<file path="src/rtl/ssp_pkg.sv">
package ssp_pkg;

    typedef enum logic {
        FRM_STREAM = 1'b0,
        FRM_BURST  = 1'b1
    } frm_mode_e;

    // what one bit time does on a direction
    typedef struct packed {
        logic carry;   // a data bit moves on this bit time
        logic first;   // it is the most significant bit of a word
        logic last;    // it is the least significant bit of a word
        logic abort;   // a partial word was cancelled here
    } slot_t;

    function automatic int unsigned wlen_bits(input logic [1:0] code);
        case (code)
            2'd0:    return 8;
            2'd1:    return 10;
            2'd2:    return 12;
            default: return 16;
        endcase
    endfunction

endpackage

</file>
<file path="src/rtl/ssp_framer.sv">
module ssp_framer
    import ssp_pkg::*;
#(
    parameter int WMAX = 16
) (
    input  logic       clk,
    input  logic       rst,
    input  logic       tick,
    input  logic       fsync,
    input  logic       mode,
    input  logic [1:0] wlen,
    output slot_t      slot
);
    localparam int IDXW = $clog2(WMAX);

    logic            fs_q;
    logic            busy_q;
    logic [IDXW-1:0] nxt_q;
    logic [IDXW-1:0] idx;
    logic [IDXW-1:0] last_idx;
    logic            fall;

    assign last_idx = IDXW'(wlen_bits(wlen) - 1);
    assign fall     = tick && fs_q && !fsync;

    always_comb begin
        slot = '0;
        idx  = nxt_q;
        if (tick) begin
            if (!busy_q) begin
                if (fall) begin
                    slot.carry = 1'b1;
                    slot.first = 1'b1;
                    idx        = '0;
                end
            end else if (fall && (nxt_q == '0 || frm_mode_e'(mode) == FRM_STREAM)) begin
                slot.carry = 1'b1;
                slot.first = 1'b1;
                slot.abort = (nxt_q != '0);
                idx        = '0;
            end else begin
                slot.carry = 1'b1;
                slot.first = (nxt_q == '0);
            end
            slot.last = slot.carry && (idx == last_idx);
        end
    end

    always_ff @(posedge clk) begin
        if (rst) begin
            fs_q   <= 1'b0;
            busy_q <= 1'b0;
            nxt_q  <= '0;
        end else if (tick) begin
            fs_q <= fsync;
            if (slot.carry) begin
                if (slot.last) begin
                    nxt_q  <= '0;
                    busy_q <= (frm_mode_e'(mode) == FRM_STREAM);
                end else begin
                    nxt_q  <= idx + 1'b1;
                    busy_q <= 1'b1;
                end
            end
        end
    end

endmodule

</file>
<file path="src/rtl/ssp_rx_path.sv">
module ssp_rx_path
    import ssp_pkg::*;
#(
    parameter int WMAX = 16,
    parameter int CNTW = 8
) (
    input  logic            clk,
    input  logic            rst,
    input  slot_t           slot,
    input  logic            din,
    output logic [WMAX-1:0] word,
    output logic            ready,
    output logic [CNTW-1:0] abort_cnt
);
    logic [WMAX-1:0] sh_q;

    always_ff @(posedge clk) begin
        if (rst) begin
            sh_q      <= '0;
            word      <= '0;
            ready     <= 1'b0;
            abort_cnt <= '0;
        end else begin
            ready <= 1'b0;
            if (slot.carry) begin
                if (slot.first)
                    sh_q <= {{(WMAX-1){1'b0}}, din};
                else
                    sh_q <= {sh_q[WMAX-2:0], din};
                if (slot.last) begin
                    word  <= {sh_q[WMAX-2:0], din};
                    ready <= 1'b1;
                end
            end
            if (slot.abort)
                abort_cnt <= abort_cnt + 1'b1;
        end
    end

endmodule

</file>
<file path="src/rtl/ssp_tx_path.sv">
module ssp_tx_path
    import ssp_pkg::*;
#(
    parameter int WMAX = 16,
    parameter int CNTW = 8
) (
    input  logic            clk,
    input  logic            rst,
    input  logic            tick,
    input  slot_t           slot,
    input  logic [1:0]      wlen,
    input  logic            keep_drive,
    input  logic            load,
    input  logic [WMAX-1:0] word,
    output logic            need,
    output logic            underrun,
    output logic            dout,
    output logic            oe,
    output logic [CNTW-1:0] abort_cnt
);
    logic [WMAX-1:0] hold_q;
    logic            full_q;
    logic [WMAX-1:0] sh_q;
    logic            oe_q;
    logic [WMAX-1:0] src;
    logic            take;

    assign take = slot.carry && slot.first;

    // left-justify the held word so its top bit sits at WMAX-1
    always_comb begin
        if (full_q)
            src = hold_q << (WMAX - int'(wlen_bits(wlen)));
        else
            src = '0;
    end

    assign oe = oe_q || keep_drive;

    always_ff @(posedge clk) begin
        if (rst) begin
            hold_q    <= '0;
            full_q    <= 1'b0;
            sh_q      <= '0;
            oe_q      <= 1'b0;
            dout      <= 1'b0;
            need      <= 1'b0;
            underrun  <= 1'b0;
            abort_cnt <= '0;
        end else begin
            need     <= 1'b0;
            underrun <= 1'b0;
            if (load)
                hold_q <= word;
            full_q <= load || (full_q && !take);
            if (tick)
                oe_q <= slot.carry;
            if (slot.carry) begin
                if (slot.first) begin
                    dout     <= src[WMAX-1];
                    sh_q     <= src << 1;
                    need     <= full_q;
                    underrun <= !full_q;
                end else begin
                    dout <= sh_q[WMAX-1];
                    sh_q <= sh_q << 1;
                end
                if (slot.last)
                    sh_q <= '0;
            end else if (tick) begin
                dout <= 1'b0;
            end
            if (slot.abort)
                abort_cnt <= abort_cnt + 1'b1;
        end
    end

endmodule

</file>
<file path="src/rtl/ssp_port.sv">
module ssp_port
    import ssp_pkg::*;
#(
    parameter int WMAX = 16,
    parameter int CNTW = 8
) (
    input  logic            clk,
    input  logic            rst,
    input  logic            frame_mode,
    input  logic [1:0]      wlen_sel,
    input  logic            keep_drive,
    input  logic            rx_tick,
    input  logic            rx_fsync,
    input  logic            rx_din,
    output logic [WMAX-1:0] rx_word,
    output logic            rx_ready,
    output logic [CNTW-1:0] rx_abort_cnt,
    input  logic            tx_tick,
    input  logic            tx_fsync,
    input  logic [WMAX-1:0] tx_word,
    input  logic            tx_load,
    output logic            tx_need,
    output logic            tx_underrun,
    output logic            tx_dout,
    output logic            tx_oe,
    output logic [CNTW-1:0] tx_abort_cnt
);
    slot_t rx_slot;
    slot_t tx_slot;

    ssp_framer #(.WMAX(WMAX)) u_rx_frm (
        .clk(clk), .rst(rst), .tick(rx_tick), .fsync(rx_fsync),
        .mode(frame_mode), .wlen(wlen_sel), .slot(rx_slot)
    );

    ssp_framer #(.WMAX(WMAX)) u_tx_frm (
        .clk(clk), .rst(rst), .tick(tx_tick), .fsync(tx_fsync),
        .mode(frame_mode), .wlen(wlen_sel), .slot(tx_slot)
    );

    ssp_rx_path #(.WMAX(WMAX), .CNTW(CNTW)) u_rx (
        .clk(clk), .rst(rst), .slot(rx_slot), .din(rx_din),
        .word(rx_word), .ready(rx_ready), .abort_cnt(rx_abort_cnt)
    );

    ssp_tx_path #(.WMAX(WMAX), .CNTW(CNTW)) u_tx (
        .clk(clk), .rst(rst), .tick(tx_tick), .slot(tx_slot),
        .wlen(wlen_sel), .keep_drive(keep_drive), .load(tx_load),
        .word(tx_word), .need(tx_need), .underrun(tx_underrun),
        .dout(tx_dout), .oe(tx_oe), .abort_cnt(tx_abort_cnt)
    );

endmodule

</file>
<file path="config.mk">
export PLATFORM = sky130hd
export DESIGN_NAME = ssp_port
export DESIGN_NICKNAME = d
export VERILOG_FILES = /design/src/rtl/ssp_pkg.sv /design/src/rtl/ssp_framer.sv /design/src/rtl/ssp_rx_path.sv /design/src/rtl/ssp_tx_path.sv /design/src/rtl/ssp_port.sv
export SDC_FILE = /design/constraint.sdc
export NUM_CORES = 1
export LEC_CHECK = 0
export ABC_AREA = 0
export BUFFER_PORTS_ARGS = -buffer_cell sky130_fd_sc_hd__buf_2
export CELL_PAD_IN_SITES_DETAIL_PLACEMENT = 1
export CELL_PAD_IN_SITES_GLOBAL_PLACEMENT = 2
export CORE_MARGIN = 2
export CORE_UTILIZATION = 35
export CTS_CLUSTER_DIAMETER = 200
export DETAILED_ROUTE_END_ITERATION = 10
export GPL_ROUTABILITY_DRIVEN = 1
export PLACE_DENSITY = 0.79
export REMOVE_ABC_BUFFERS = 1
export SLEW_MARGIN = 15
export SYNTH_ARGS = -nofsm -noshare
export SYNTH_HDL_FRONTEND = slang
export SYNTH_HIERARCHICAL = 1
export SYNTH_SLANG_ARGS = --single-unit
</file>
<file path="constraint.sdc">
create_clock -name clk -period 2.2 [get_ports clk]
set_input_delay 0 -clock clk [delete_from_list [all_inputs] [get_ports clk]]
set_output_delay 0 -clock clk [all_outputs]
set_load 0.01 [all_outputs]
</file>
==> Yosys cells after proc, flatten, opt, wreduce, memory -nomap -nowiden <==
Index checks and enable logic that the tools add are counted.
{ "totals": {"out_inout_bits": 37, "register_bits": 97} }
{ "classes": {"shift": 1, "n_mux": 38, "n_addsub": 6, "n_bitwise": 4, "reduce_logical": 29, "eq_ne": 4} }
{ "op_table": {"columns": ["op", "count"], "rows": [
  ["$mux W4", 14],
  ["$mux W16", 3],
  ["$mux W32", 1],
  ["$shl A16 B32 Y16", 1],
  ["$sub A6 B32 Y32 const A", 1],
  ["$add A8 B1 Y8 const B", 2],
  ["$mux W15", 1],
  ["$pmux W5 S3", 1],
  ["$mux W1", 12],
  ["$mux W2", 6],
  ["$logic_and A1 B1 Y1", 10],
  ["$add A4 B1 Y4 const B", 2],
  ["$eq A4 B4 Y1", 2],
  ["$logic_not A4 Y1", 2],
  ["$reduce_bool A4 Y1", 2],
  ["$reduce_and A2 Y1", 3],
  ["$logic_not A1 Y1", 4],
  ["$logic_or A1 B1 Y1", 4],
  ["$not A1 Y1", 4],
  ["$sub A4 B1 Y4 const B", 1],
  ["$reduce_or A3 Y1", 1],
  ["$eq A2 B1 Y1 const B", 1],
  ["$eq A2 B2 Y1 const B", 1],
  ["$logic_not A2 Y1", 1],
  ["2 further kinds", 2]
]} }

==> Logic depth before layout (Yosys ltp) <==
Gate-level depths: netlist (run 1).
{ "depth": {"depth_word": 13, "depth_mapped": 10} }

==> Cells and area by module <==
Netlist (run 1), hierarchy kept.
{ "by_module_without_submodules": {"columns": ["mod", "instances", "cells_each", "area_per_inst_um2"], "rows": [
  ["ssp_tx_path", 1, 240, 2174.6],
  ["ssp_rx_path", 1, 174, 1512.7],
  ["ssp_framer", 2, 57, 459.2]
]} }

==> Worst setup path after synthesis (run 1) <==
Ideal clock, no wire load.
{ "synth_timing": {"path_type": "flip-flop to flip-flop", "start": "reg u_tx_frm.nxt_q[0]", "end": "reg u_tx.sh_q[15]", "n_path_buf": 0, "stages_incl_launch_ff": 7, "setup_ns": 0.088, "required_ns": 2.112, "t_arrival_ns": 1.837, "period_less_slack_ns": 1.925, "setup_slack_ns": 0.275, "cell_sequence": "dfxtp_1 > nor4_1 > a22oi_1 > nor2b_1 > nand2_1 > or3_4 > o32ai_2"} }
{ "synth_rtl": {"columns": ["element", "line_no", "source"], "rows": [
  ["from (decl)", "ssp_framer.sv:18", "logic [IDXW-1:0] nxt_q;"],
  ["from (signal assigned)", "ssp_framer.sv:61", "nxt_q <= idx + 1'b1;"],
  ["to (signal assigned)", "ssp_tx_path.sv:61", "sh_q <= src << 1;"],
  ["to (signal assigned)", "ssp_tx_path.sv:66", "sh_q <= sh_q << 1;"],
  ["to (decl)", "ssp_tx_path.sv:23", "logic [WMAX-1:0] sh_q;"]
]} }

==> results.cfg, run 1 <==
[clocking]
clock_path_buffers = 2
ctsHtreeMaxLevel = 3
numCtsBuffers = 9
clockRootBuffer = clkbuf_16
clk_latency_ns = 0.35
post_cts_buffers = 0
clock-sinks = 96
clk_pin_slew_ns = 0.06
cts_tree = built

[routing]
wirelength_um = 11520
ant_nets = 0
drt-pass1-iter-count = 4
drcViolationCount = 0
drt_iter0_markers = 145
avgRoutedWirePerCell_um = 14.66
vias = 4020
viasPerCell = 5.115

[timing]
slew_headroom_pct = 61.93
holdWs_ns = 0.02405
period_needed_ns = 2.027
drv_slew = 0
final_hold_viol_count = 0
post-route-period-util_pct = 92.13
rsz0062_at_grt = no
tightest_slew_ns = 0.5711
setup_tns_ns = 0
finalSetupViolCount = 0
fin_skew_ns = 0.007642
fmax_mhz = 493.4

[grt]
antenna_found_initial = 0
grt_use_total_pct = 16.70
grt_overflow = 0
first_global_vias = 4042
grt_max_degree = 56
grt_pass1_wl_um = 19310

[logic_synthesis]
synth_area_leader_cell = dfxtp_1
yosys-top-cells-count = dfxtp_1 (96), nand2_1 (62), a21oi_1 (54)
syn_avg_cell_area_sq_um = 8.723
yosysTopAreaCellShare_pct = 41.73
synth-compound-area-share_pct = 15.62
async_flop_share_pct = 0
synthSimpleGateAreaFrac_pct = 22.93
syn-instance-count = 528
syn-cell-area_sq_um = 4606
synth_cell_types = 55
synth_area_leaders = dfxtp_1 (42%), mux2i_1 (7.4%), a21oi_1 (5.9%)
synth_xor_area_share_pct = 3.233
synth-adder-area-share_pct = 2.717
synth-seq-cells = 96
synth_edf_count = 0
synth_top_family_by_area = simple AND/OR/NAND/NOR gates
synth_ff_type = dfxtp_1
yosysMostFrequentCell = dfxtp_1
ys_seq_area_share_pct = 41.73
muxShareOfSynthArea_pct = 9.345
yosys_warnings = 6

[floorplan]
die-width_um = 118.7
die_h_um = 118.7
placementRows = 41
io_pins = 65
core_area_sq_um = 12720
die_area_sq_um = 14090
initial_utilization_pct = 36.20

[setup_path]
cp-start-kind = register
worstSetupEndpointType = register
path_class = register to register
cp_max_fo = 5
slowest_delay_ns = 0.39
cpMaxStageDelayCell = nor4_2
required_ns = 2.45
arrival_ns = 2.28
critPathBufInv = 1
cpLargestDelayFamily = simple AND/OR/NAND/NOR gates
cp_cell_sequence = nor4_2, a22oi_1, nor2b_1, nand2_1, buf_4, nor3_1, a22oi_1, o31ai_1
path_common_cell = a22oi_1

[flow_run]
max-cap-violations = 0

[outcome]
status = finished clean

[pwr]
p_leak_nw = 2.254
p_total_mw = 3.676
peakVddDrop_mv = 0.5438
powerDensity_nw_per_um2 = 655.9

[cells_and_area]
final_util_pct = 44.05
drive_gt1_share_pct = 19.38
areaGrowthSynthToFinish_pct = 21.68
nNetsFinal = 647
diodes = 0

[placed_design]
place.gp.congestion = 0.8094
port-buffer-count = 64
dp_hpwl_um = 8175

[hold_path]
hold_class = primary input to register
-- layout make-up --
cell class	count	area, sq um
multi-input cells	388	2489
clock inverters	5	56.30
clock buffers	11	232.7
repair buffers	99	633.1
inverters	15	56.30
well taps	172	215.2
fillers	1537	7118
flip-flops and latches	96	1922
-- cell families after synthesis --
family                   Yosys count
buffers and inverters             44
AND/OR/NAND/NOR                  204
multiplexers                      41
XOR/XNOR                          17
flip-flops                        96
adder cells (fa/ha/maj)           10
AO/OA/AOI/OAI                    116
-- registers in the layout, indices dropped and copies added (netlist names), 4 cells and up --
name / count
u_rx/abort_cnt: 8
u_rx/sh_q: 15
u_rx/word: 16
u_rx_frm/nxt_q: 4
u_tx/abort_cnt: 8
u_tx/hold_q: 16
u_tx/sh_q: 15
u_tx_frm/nxt_q: 4
-- metrics by stage --
stage | setup slack (ns) | instance area [sq um] | cells
2_1_floorplan | 0.1312 | 4458 | 499
3_3_place_gp | 0.1912 | 5106 | 750
3_5_place_dp | 0.07620 | 5106 | 750
4_1_cts | 0.009119 | 5595 | 786
5_1_grt | 0.04985 | 5604 | 786
6_report | 0.1732 | 5604 | 786
-- layer usage --
metal	vias up	wire length, um	track usage (%)
li1	2020	-	-
met1	1933	5338	20.55
met2	63	5697	28.70
met3	4	442	4.875
met4	0	46	3.795
met5	-	0	0
-- repair_timing --
item	CTS	global route
hold buffers	20	0
resized for setup	0	2
setup endpoints to repair	0	8
endpoints found under the hold margin	22	0
-- worst paths after layout --
check	slack, ns	cells past startpoint	endpoint	start
min reg2reg	0.45	2	u_rx/word[10]	u_rx/word[10]
max	0.17	8	u_tx/sh_q[4]	u_tx_frm/nxt_q[0]
min	0.02	3	u_tx/underrun	rst
max reg2reg	0.17	8	u_tx/sh_q[4]	u_tx_frm/nxt_q[0]
-- power breakdown --
part / switching [mW] / leakage (nW) / internal [mW]
registers: 0.0251 / 0.777 / 1.76
clock network: 0.679 / 0.140 / 0.882
logic: 0.180 / 1.34 / 0.148
total: 0.883 / 2.25 / 2.79
-- cells in the final DEF (no fill, tap or decap), types with 8 or more instances in the layout --
master,count
inv_1,13
nand2b_1,16
nor2_1,46
dlygate4sd3_1,20
buf_4,15
ha_1,10
and3_1,8
nand2_1,62
a21oi_1,54
buf_2,64
nand3_1,11
nand3b_1,18
nand4_1,9
mux2i_1,34
a22oi_1,10
dfxtp_1,96
xor2_1,13
o21ai_0,20
clkbuf_16,9
-- worst register-to-register path, delay by kind of cell (launching register included) --
kind                   cells  cell delay, ns
AO/OA/AOI/OAI              3            0.47
buffers and inverters      1            0.16
flip-flops                 1            0.37
AND/OR/NAND/NOR            4            0.92
(Power assumes the default switching activity.)
==> run 2: changes to the inputs <==
--- a/config.mk
+++ b/config.mk
@@ -5,7 +5,6 @@
 export SDC_FILE = /design/constraint.sdc
 export NUM_CORES = 1
 export LEC_CHECK = 0
-export ABC_AREA = 0
 export BUFFER_PORTS_ARGS = -buffer_cell sky130_fd_sc_hd__buf_2
 export CELL_PAD_IN_SITES_DETAIL_PLACEMENT = 1
 export CELL_PAD_IN_SITES_GLOBAL_PLACEMENT = 2
==> constraint.sdc (replaced) <==
create_clock -name clk -period 2.15 [get_ports clk]
set_input_delay 0 -clock clk [delete_from_list [all_inputs] [get_ports clk]]
set_output_delay 0 -clock clk [all_outputs]
set_load 0.01 [all_outputs]
==> run 2 against run 1 <==
Against the previous run:
- clock skew is 0.0031 ns higher
- sequential power increased by 2%
- hold slack lost 0.0011 ns
- die area stayed put
- setup slack worse by 0.025 ns
- first-iteration DRC count increased by 53%
- utilization grew 0.28 points
- clock-buffer cell count rose by 1
- critical path type unchanged
- critical endpoint is now u_tx/sh_q[11]
- largest cell class unchanged
- highest routed layer unchanged
==> results.cfg, run 2 (synthesis gave the netlist of run 1 again) <==
[setup_path]
required_ns = 2.44
arrival_ns = 2.29
cp_max_fo = 5
cp_cell_sequence = nor4_2, a22oi_1, nor2b_2, nand2_1, buf_4, nor3b_2, a222oi_1, a21oi_1
cpMaxStageDelayCell = nor4_2
worstSetupEndpointType = register
slowest_delay_ns = 0.41
path_class = register to register
cp-start-kind = register

[routing]
drt-pass1-iter-count = 6
wirelength_um = 11780
ant_nets = 0
viasPerCell = 5.117
drcViolationCount = 0
drt_iter0_markers = 222
avgRoutedWirePerCell_um = 14.95
vias = 4032

[placed_design]
port-buffer-count = 64
post-place-ws_ns = 0.03071
place.gp.congestion = 0.8517
dp_hpwl_um = 8115

[pwr]
p_leak_nw = 2.266
sw_frac_of_total_pct = 23.95
p_switching_uw = 920.3
p_total_mw = 3.842
powerDensity_nw_per_um2 = 681.4
p_int_mw = 2.922
combPwrFrac_pct = 8.8
pwr-share-clk_pct = 43.7
seqPwrFrac_pct = 47.6
peakVddDrop_mv = 0.3740

[timing]
fmax_mhz = 499.5
fin_skew_ns = 0.01077
rsz0062_at_grt = no
slew_headroom_pct = 57.28
final.setup.worst_slack_ns = 0.1480
setup_tns_ns = 0
final_hold_viol_count = 0
period_needed_ns = 2.002
tightest_slew_ns = 0.6409
drv_slew = 0
post-route-period-util_pct = 93.11
finalSetupViolCount = 0

[clocking]
clockRootBuffer = clkbuf_16
ctsHtreeMaxLevel = 3
post_cts_buffers = 0
clock_path_buffers = 2
cts_tree = built
clk_latency_ns = 0.36
numCtsBuffers = 9
clock-sinks = 96
clk_pin_slew_ns = 0.07

[floorplan]
die-width_um = 118.7
die_area_sq_um = 14090
io_pins = 65
placementRows = 41
core_area_sq_um = 12720
initial_utilization_pct = 36.20
die_h_um = 118.7

[cells_and_area]
multi_input_area_sq_um = 2489
top_regs = u_rx/word: 16 flops, u_tx/hold_q: 16 flops
final_util_pct = 44.33
areaGrowthSynthToFinish_pct = 22.44
layout_common_cells = dfxtp_1 (96), buf_2 (64), nand2_1 (62)
drive_gt1_share_pct = 19.81
nFillCells = 1572
nNetsFinal = 649
diodes = 0
seq_area_sq_um = 1922
final_common_cell = dfxtp_1

[grt]
grt_use_total_pct = 17.05
antenna_found_initial = 0
grt_max_degree = 63
grt_pass1_wl_um = 19450
first_global_vias = 4028
grt_overflow = 0

[flow_run]
max-cap-violations = 0

[outcome]
status = finished clean

[hold_path]
hold_class = primary input to register
[run 2: changes by cell type in the layout (fill, tap and decap cells not counted), moves of 2 or more]
cell        change
clkbuf_8        +2
buf_4           +2
clkinv_2        -2
clkinvlp_4      +2
[run 2: metrics by stage]
stage / instances / hold WS (ns) / area, sq um
after detailed placement: 752 / 0.2452 / 5121
after CTS: 788 / 0.01247 / 5637
after floorplan: 499 / 0.06907 / 4458
final: 788 / 0.02291 / 5639
after global routing: 788 / 0.02902 / 5639
after global placement: 752 / 0.2342 / 5121
[run 2: routing by layer]
layer	GRT usage, %	share of wire, %
met1	21.15	47
met2	28.84	49
met3	3.282	2.6
met4	7.068	1.6
met5	0	0
[run 2: path summary, 6_finish.rpt]
| kind | cells after the start | end | startpoint | slack [ns] |
|---|---|---|---|---|
| hold / removal | 3 | u_tx/underrun | rst | 0.02 |
| setup reg to reg | 8 | u_tx/sh_q[11] | u_tx_frm/nxt_q[0] | 0.15 |
| setup / recovery | 8 | u_tx/sh_q[11] | u_tx_frm/nxt_q[0] | 0.15 |
| hold reg to reg | 2 | u_rx/word[13] | u_rx/word[13] | 0.45 |
[run 2: final cells by class]
cell class	instances	share of cell area, %
Timing Repair Buffer	101	11.49
Clock inverter	4	0.9319
Tap cell	172	3.816
Sequential cell	96	34.08
Multi-Input combinational cell	388	44.13
Clock buffer	12	4.548
Inverter	15	0.9984
[run 2: critical path, delay by kind of cell (launching register included)]
kind | cells | cell delay (ns)
compound gates | 3 | 0.41
buf+inv | 1 | 0.16
flops | 1 | 0.36
simple gates | 4 | 0.99
[run 2: repair_timing]
action | in CTS | in global routing
endpoints found under the hold margin | 22 | 0
setup endpoints to repair | 1 | 6
cloned | 0 | 0
hold buffers | 20 | 0
gates resized for setup | 1 | 1
[run 2: power by group through the flow]
stage                     registers, mW  logic (mW)  clock network [mW]
after global placement             1.87       0.305                   0
final                              1.83       0.336                1.68
after CTS                          1.83       0.340                1.73
after detailed placement           1.87       0.311                   0
after global routing               1.83       0.374                1.80
after floorplan                    1.86       0.175                   0
